## config.mk

```make
export PLATFORM = sky130hd
export DESIGN_NAME = regmode_guard
export DESIGN_NICKNAME = d
export VERILOG_FILES = /design/src/rtl/regmode_pkg.sv /design/src/rtl/key_lock.sv /design/src/rtl/ctrl_regs.sv /design/src/rtl/settle_timer.sv /design/src/rtl/regmode_guard.sv
export SDC_FILE = /design/constraint.sdc
export NUM_CORES = 1
export LEC_CHECK = 0
export BUFFER_PORTS_ARGS = -buffer_cell sky130_fd_sc_hd__buf_2
export CAP_MARGIN = 20
export CORE_MARGIN = 5
export CORE_UTILIZATION = 52
export CTS_BUF_LIST = sky130_fd_sc_hd__clkbuf_16
export CTS_CLUSTER_DIAMETER = 80
export DETAILED_ROUTE_END_ITERATION = 10
export PLACE_DENSITY = 0.84
export REMOVE_ABC_BUFFERS = 1
export SYNTH_ARGS = -nofsm -noshare
export SYNTH_HDL_FRONTEND = slang
export SYNTH_HIERARCHICAL = 1
export SYNTH_SLANG_ARGS = --single-unit
```

## constraint.sdc

```tcl
create_clock -name clk -period 2.4 [get_ports clk]
set_input_delay 0.36 -clock clk [delete_from_list [all_inputs] [get_ports clk]]
set_output_delay 0.36 -clock clk [all_outputs]
set_load 0.005 [all_outputs]
```

## src/rtl/regmode_pkg.sv

```systemverilog
package regmode_pkg;
  localparam int unsigned DATA_W = 16;
  localparam int unsigned ADDR_W = 2;
  localparam logic [ADDR_W-1:0] A_KEY  = 2'd0;
  localparam logic [ADDR_W-1:0] A_CTRL = 2'd1;
  localparam int unsigned CTRL_W = 4;

  // bit 0 mode, bit 1 discharge, bits 3:2 operation
  typedef struct packed {
    logic [1:0] op;
    logic       dis;
    logic       mode;
  } ctrl_t;

  localparam ctrl_t CTRL_RST = '{op: 2'd0, dis: 1'b0, mode: 1'b1};
endpackage

```

## src/rtl/key_lock.sv

```systemverilog
module key_lock #(
  parameter int unsigned       DW  = 16,
  parameter logic [DW-1:0]     KEY = 16'h0096
) (
  input  logic          clk,
  input  logic          rst,
  input  logic          wr_key,
  input  logic [DW-1:0] wdata,
  input  logic          busy,
  output logic          unlocked_o
);
  always_ff @(posedge clk) begin
    if (rst)                  unlocked_o <= 1'b0;
    else if (wr_key && !busy) unlocked_o <= (wdata == KEY);
  end


  key_hold_chk: assert property (@(posedge clk) disable iff (rst)
    busy |=> $stable(unlocked_o));
endmodule

```

## src/rtl/ctrl_regs.sv

```systemverilog
module ctrl_regs
  import regmode_pkg::*;
(
  input  logic              clk,
  input  logic              rst,
  input  logic              wr_ctrl,
  input  logic [CTRL_W-1:0] wdata,
  input  logic              unlocked,
  input  logic              busy,
  output ctrl_t             ctrl_o,
  output logic              start_o
);
  logic accept;

  assign accept  = wr_ctrl && unlocked && !busy;
  assign start_o = accept && (wdata[0] != ctrl_o.mode);

  always_ff @(posedge clk) begin
    if (rst)         ctrl_o <= CTRL_RST;
    else if (accept) ctrl_o <= ctrl_t'(wdata);
  end


  locked_hold_chk: assert property (@(posedge clk) disable iff (rst)
    (wr_ctrl && !unlocked) |=> $stable(ctrl_o));


  busy_hold_chk: assert property (@(posedge clk) disable iff (rst)
    (wr_ctrl && busy) |=> $stable(ctrl_o));


  start_flip_chk: assert property (@(posedge clk) disable iff (rst)
    start_o |=> (ctrl_o.mode != $past(ctrl_o.mode)));
endmodule

```

## src/rtl/settle_timer.sv

```systemverilog
module settle_timer #(
  parameter int unsigned INT_WAIT = 4096,
  parameter int unsigned XT_W0    = 16,
  parameter int unsigned XT_W1    = 256,
  parameter int unsigned XT_W2    = 1024,
  parameter int unsigned XT_W3    = 4096
) (
  input  logic       clk,
  input  logic       rst,
  input  logic       start,
  input  logic       src_xtal,
  input  logic [1:0] wait_cfg,
  output logic       busy_o,
  output logic       clk_en_o,
  output logic       done_o
);
  localparam int unsigned MAX_A = (XT_W0 > XT_W1) ? XT_W0 : XT_W1;
  localparam int unsigned MAX_B = (XT_W2 > XT_W3) ? XT_W2 : XT_W3;
  localparam int unsigned MAX_X = (MAX_A > MAX_B) ? MAX_A : MAX_B;
  localparam int unsigned MAX_W = (MAX_X > INT_WAIT) ? MAX_X : INT_WAIT;
  localparam int unsigned CNT_W = $clog2(MAX_W + 1);

  logic [CNT_W-1:0] cnt_q;
  logic [CNT_W-1:0] load_val;

  always_comb begin
    if (!src_xtal) load_val = CNT_W'(INT_WAIT - 1);
    else begin
      case (wait_cfg)
        2'd0:    load_val = CNT_W'(XT_W0 - 1);
        2'd1:    load_val = CNT_W'(XT_W1 - 1);
        2'd2:    load_val = CNT_W'(XT_W2 - 1);
        default: load_val = CNT_W'(XT_W3 - 1);
      endcase
    end
  end

  always_ff @(posedge clk) begin
    if (rst) begin
      cnt_q    <= '0;
      busy_o   <= 1'b0;
      clk_en_o <= 1'b1;
      done_o   <= 1'b0;
    end else begin
      done_o <= 1'b0;
      if (busy_o) begin
        if (cnt_q == '0) begin
          busy_o   <= 1'b0;
          clk_en_o <= 1'b1;
          done_o   <= 1'b1;
        end else begin
          cnt_q <= cnt_q - 1'b1;
        end
      end else if (start) begin
        cnt_q    <= load_val;
        busy_o   <= 1'b1;
        clk_en_o <= 1'b0;
      end
    end
  end


  stop_on_start_chk: assert property (@(posedge clk) disable iff (rst)
    start |=> !clk_en_o);


  count_step_chk: assert property (@(posedge clk) disable iff (rst)
    (busy_o && cnt_q != '0) |=> (busy_o && cnt_q == $past(cnt_q) - 1'b1));


  done_pulse_chk: assert property (@(posedge clk) disable iff (rst)
    done_o |=> !done_o);


  done_on_rise_chk: assert property (@(posedge clk) disable iff (rst)
    $rose(clk_en_o) |-> done_o);
endmodule

```

## src/rtl/regmode_guard.sv

```systemverilog
module regmode_guard
  import regmode_pkg::*;
#(
  parameter logic [15:0] KEY      = 16'h0096,
  parameter int unsigned INT_WAIT = 4096,
  parameter int unsigned XT_W0    = 16,
  parameter int unsigned XT_W1    = 256,
  parameter int unsigned XT_W2    = 1024,
  parameter int unsigned XT_W3    = 4096
) (
  input  logic        clk,
  input  logic        rst,
  input  logic        bus_sel,
  input  logic        bus_wr,
  input  logic [1:0]  bus_addr,
  input  logic [15:0] bus_wdata,
  output logic [15:0] bus_rdata,
  input  logic        src_xtal,
  input  logic [1:0]  wait_cfg,
  output logic        clk_en,
  output logic        settle_done,
  output logic        reg_mode,
  output logic        reg_discharge,
  output logic [1:0]  reg_op
);
  logic  wr_key, wr_ctrl, rd_any;
  logic  unlocked, busy, start;
  ctrl_t ctrl;

  assign wr_key  = bus_sel && bus_wr && (bus_addr == A_KEY);
  assign wr_ctrl = bus_sel && bus_wr && (bus_addr == A_CTRL);
  assign rd_any  = bus_sel && !bus_wr;

  key_lock #(.DW(DATA_W), .KEY(KEY)) i_key (
    .clk(clk), .rst(rst), .wr_key(wr_key), .wdata(bus_wdata),
    .busy(busy), .unlocked_o(unlocked)
  );

  ctrl_regs i_ctrl (
    .clk(clk), .rst(rst), .wr_ctrl(wr_ctrl), .wdata(bus_wdata[CTRL_W-1:0]),
    .unlocked(unlocked), .busy(busy), .ctrl_o(ctrl), .start_o(start)
  );

  settle_timer #(
    .INT_WAIT(INT_WAIT), .XT_W0(XT_W0), .XT_W1(XT_W1),
    .XT_W2(XT_W2), .XT_W3(XT_W3)
  ) i_timer (
    .clk(clk), .rst(rst), .start(start), .src_xtal(src_xtal),
    .wait_cfg(wait_cfg), .busy_o(busy), .clk_en_o(clk_en),
    .done_o(settle_done)
  );

  always_ff @(posedge clk) begin
    if (rst) bus_rdata <= '0;
    else if (rd_any) begin
      case (bus_addr)
        A_KEY:   bus_rdata <= {15'd0, unlocked};
        A_CTRL:  bus_rdata <= {busy, 11'd0, ctrl};
        default: bus_rdata <= '0;
      endcase
    end
  end

  assign reg_mode      = ctrl.mode;
  assign reg_discharge = ctrl.dis;
  assign reg_op        = ctrl.op;


  rdata_hold_chk: assert property (@(posedge clk) disable iff (rst)
    !rd_any |=> $stable(bus_rdata));
endmodule

```

==> impl_results.rst <==
.. list-table::
   :header-rows: 1

   * - Metric
     - Value
   * - Worst hold margin
     - about 0.37 ns
   * - Total of cells resized after clock tree synthesis
     - 0
   * - Ys async rst share
     - 0%
   * - Average via count per standard cell
     - ~5.8
   * - Vias in the first global route
     - about 1400
   * - Buffers inserted during post-CTS setup optimization
     - 0
   * - Worst hold-check path type
     - in2reg
   * - Sequential group share of total power
     - around half
   * - Pin count of the biggest net entering global routing
     - 38
   * - Worst Tran Pin Value
     - 0.5438 ns
   * - Die Footprint
     - ~4400 um2
   * - RSZ-0062 raised after global routing
     - no
   * - Number of standard-cell rows in the floorplan
     - 20
   * - Nets
     - 250
   * - IR drop worst, VDD
     - roughly 0.23 mV
   * - Remaining DRCs
     - 0
   * - Maximum clock insertion buffer count
     - 2
   * - Min Clock Period, post-route
     - approximately 2.0 ns
   * - Number of sinks driven by the clock tree
     - 26
   * - Placed wire-length estimate
     - between 2000 and 3000 um
   * - Remaining global-route overflow
     - 0
   * - Internal power
     - between 0.6 and 0.7 mW
   * - Clock network fraction of design power
     - roughly two fifths
   * - Delay of the slowest cell on the worst path
     - between 0.5 and 0.6 ns
   * - Arrival @ worst endpoint
     - 2.16 ns
   * - Post-synthesis sequential area ratio
     - 31.54%
   * - Antenna-violating nets left
     - 0
   * - I/O pin count
     - 47
   * - Aggregate negative setup slack
     - 0 ns
   * - Port Buffer Count
     - 35
   * - Final clock skew
     - ~0.0027 ns
   * - Highest-delay cell along the critical path
     - sky130_fd_sc_hd__or4_4
   * - Fraction of the mapped netlist area in adder cells
     - 1.516%
   * - Cells after DPL
     - about 260
   * - Combined area of all synthesized cells
     - roughly 1700 um2
   * - Critical path cell sequence
     - inv_1, ha_1, or4b_1, or4_4, nand2_2, o32ai_1
   * - Achievable frequency
     - approximately 490 MHz
   * - Unique masters post-synth
     - just over 50
   * - Via count
     - ~1500
   * - Final Slew Violations
     - 0
   * - Top cells by area, synth
     - sky130_fd_sc_hd__dfxtp_1, sky130_fd_sc_hd__mux2i_1, sky130_fd_sc_hd__buf_4
   * - Commonest register cell after synthesis
     - sky130_fd_sc_hd__dfxtp_1
   * - Synth Instances
     - between 150 and 200
   * - Maxcap violations
     - 0
   * - Post-route non-filler standard cell count
     - approximately 270
   * - Number of enable flip-flop cells after synthesis
     - 0
   * - Post-route clock period utilization
     - 85.03%
   * - Mean routed wirelength per cell
     - between 10 and 15 um
   * - Mean Syn Cell Area
     - slightly below 9 um2
   * - Diode insertion count for antenna repair
     - 0
   * - Pwr dens
     - between 400 and 500 nW/um2
   * - CTS HTree Levels
     - 1
   * - Starting DRC count in detailed routing
     - ~170
   * - Number of endpoints with negative hold slack in the final report
     - 0
   * - Worst max-slew margin expressed relative to the limit
     - 63.41%
   * - Leakage power total
     - 0.7522 nW
   * - YS warnings
     - 6
   * - Width of the die
     - 66.34 um
   * - CP max FO
     - 6
   * - Cell types with the highest counts after synthesis
     - sky130_fd_sc_hd__dfxtp_1, sky130_fd_sc_hd__nor2_1, sky130_fd_sc_hd__buf_4, sky130_fd_sc_hd__nand2_1, sky130_fd_sc_hd__nand2b_1
   * - Final cell utilization of the core
     - just over 60%
   * - CP endpoint kind
     - register
   * - Antenna violations before repair
     - 0
   * - Switching power of the nets
     - between 0.15 and 0.2 mW
   * - Core area
     - a little over 3000 um2
   * - Result of the run
     - finished, final reports clean
   * - CP Launch Type
     - register
   * - Area added between synthesis and finish
     - 14.86%
   * - Clock tree from TritonCTS
     - built
   * - Crit path buf inv count
     - 1
   * - Most instantiated library cell after synthesis
     - sky130_fd_sc_hd__dfxtp_1
   * - Clock insertion delay at the later pin of the skew report
     - ~0.25 ns
   * - Family with the most delay on the worst path
     - simple AND/OR/NAND/NOR gates
   * - Power share of the combinational group
     - roughly a tenth
   * - Overall routing resource usage
     - between 10% and 20%
   * - Layout cells sized above 1
     - a little over a quarter
   * - CTS Hold Bufs
     - 0
   * - Total length of routed wires
     - around 4000 um
   * - Area fraction of the dominant cell type after synthesis
     - between 30% and 40%
   * - Height of the die
     - between 60 and 70 um
   * - Share of the synthesized netlist area taken by xor and xnor gates
     - less than 1%
   * - Post-place setup slack
     - 0.4120 ns
   * - Share of the synthesized area in compound gates (AO/OA/AOI/OAI)
     - between 10% and 20%
   * - Final estimated routing congestion in global placement
     - 0.9631
   * - Path type of the worst setup path
     - reg2reg
   * - Initial Util
     - 54.06%
   * - Clock-pin transition on the worst setup and hold timing paths
     - ~0.060 ns
   * - Synth area leader
     - sky130_fd_sc_hd__dfxtp_1
   * - Simple-gate portion of the synthesized area
     - roughly 36%
   * - Multiplexer area fraction after synthesis
     - under 10%
   * - Wire length of the first global-routing pass
     - 6492 um
   * - Pre-antenna DRT Iters
     - 5
   * - Setup slack after layout
     - 0.3592 ns
   * - Root Buffer Master
     - sky130_fd_sc_hd__clkbuf_16
   * - Number of clock buffers inserted by TritonCTS
     - 3
   * - Number of fillers in the final layout
     - 267
   * - Final setup violation count
     - 0
   * - Dominant combinational cell family by area after synthesis
     - simple AND/OR/NAND/NOR gates
   * - Flops & latches, synth
     - 26
   * - Net switching share of the total power
     - 21.54%
   * - Critical path data required time
     - roughly 2.5 ns
==> cells in the final DEF (no fill, tap or decap), types with 6 or more instances in the layout <==
cell                       count
sky130_fd_sc_hd__inv_1         6
sky130_fd_sc_hd__nand2_1      12
sky130_fd_sc_hd__nor2_1       15
sky130_fd_sc_hd__nor3_1        7
sky130_fd_sc_hd__mux2i_1       9
sky130_fd_sc_hd__a21oi_1       9
sky130_fd_sc_hd__dfxtp_1      26
sky130_fd_sc_hd__buf_2        35
sky130_fd_sc_hd__conb_1       11
sky130_fd_sc_hd__nand2b_1     11
==> worst register-to-register path, cell delays in order (launching register included) <==
cell and delay (ns):
sky130_fd_sc_hd__dfxtp_1 0.36, sky130_fd_sc_hd__inv_1 0.10, sky130_fd_sc_hd__ha_1 0.15, sky130_fd_sc_hd__or4b_1 0.50
sky130_fd_sc_hd__or4_4 0.56, sky130_fd_sc_hd__nand2_2 0.14, sky130_fd_sc_hd__o32ai_1 0.10
==> power groups by stage <==
stage               sequential [mW]  combinational, mW  clock, mW
floorplan                     0.446             0.0414          0
global placement              0.446             0.0830          0
detailed placement            0.446             0.0840          0
CTS                           0.436             0.0851      0.372
global route                  0.436             0.0956      0.391
finish                        0.436             0.0861      0.364
==> final cells by class <==
type	instances	area [um2]	share of cell area, %
clock buffers	3	75.07	3.960
clock inverters	1	3.754	0.1980
inverters	6	22.52	1.188
multi-input cells	148	1021	53.86
flip-flops and latches	26	520.5	27.46
well taps	44	55.05	2.904
repair buffers	38	197.7	10.43
==> worst paths after layout <==
path	endpoint	from	slack, ns	cells past startpoint
worst max-delay path	i_timer/cnt_q[6]	i_timer/cnt_q[0]	0.36	6
worst min register to register	bus_rdata[2]	bus_rdata[2]	0.48	2
worst min-delay path	i_ctrl/ctrl_o[1]	bus_wdata[1]	0.37	3
worst max register to register	i_timer/cnt_q[6]	i_timer/cnt_q[0]	0.36	6
==> registers in the layout, indices dropped and copies added (netlist names) <==
register / count
bus_rdata: 5
i_timer/cnt_q: 13
i_timer/busy_o: 1
i_timer/clk_en_o: 1
i_timer/done_o: 1
i_key/unlocked_o: 1
i_ctrl/ctrl_o: 4
==> cells by family (layout without fill, tap and decap cells) <==
| group | after synthesis | after routing |
|---|---|---|
| XOR/XNOR | 1 | 1 |
| adder cells (fa/ha/maj) | 2 | 2 |
| AND/OR/NAND/NOR | 89 | 89 |
| flip-flops | 26 | 26 |
| AO/OA/AOI/OAI | 34 | 34 |
| other | 1 | 11 |
| multiplexers | 11 | 11 |
| buffers and inverters | 25 | 48 |
==> per-layer routing <==
metal | share of wire, % | vias to the layer above | GRT usage (%)
li1 | - | 752 | -
met1 | 44 | 716 | 24.82
met2 | 49 | 59 | 31.35
met3 | 5.8 | 4 | 2.381
met4 | 0.91 | 0 | 5.838
met5 | 0 | - | 0
==> metrics by stage <==
step	area [um2]	power (mW)
3_5_place_dp	1817	0.5297
6_report	1896	0.8863
3_3_place_gp	1817	0.5287
4_1_cts	1896	0.8928
2_1_floorplan	1564	0.4869
5_1_grt	1896	0.9228
Power figures use the tool's default switching activity.
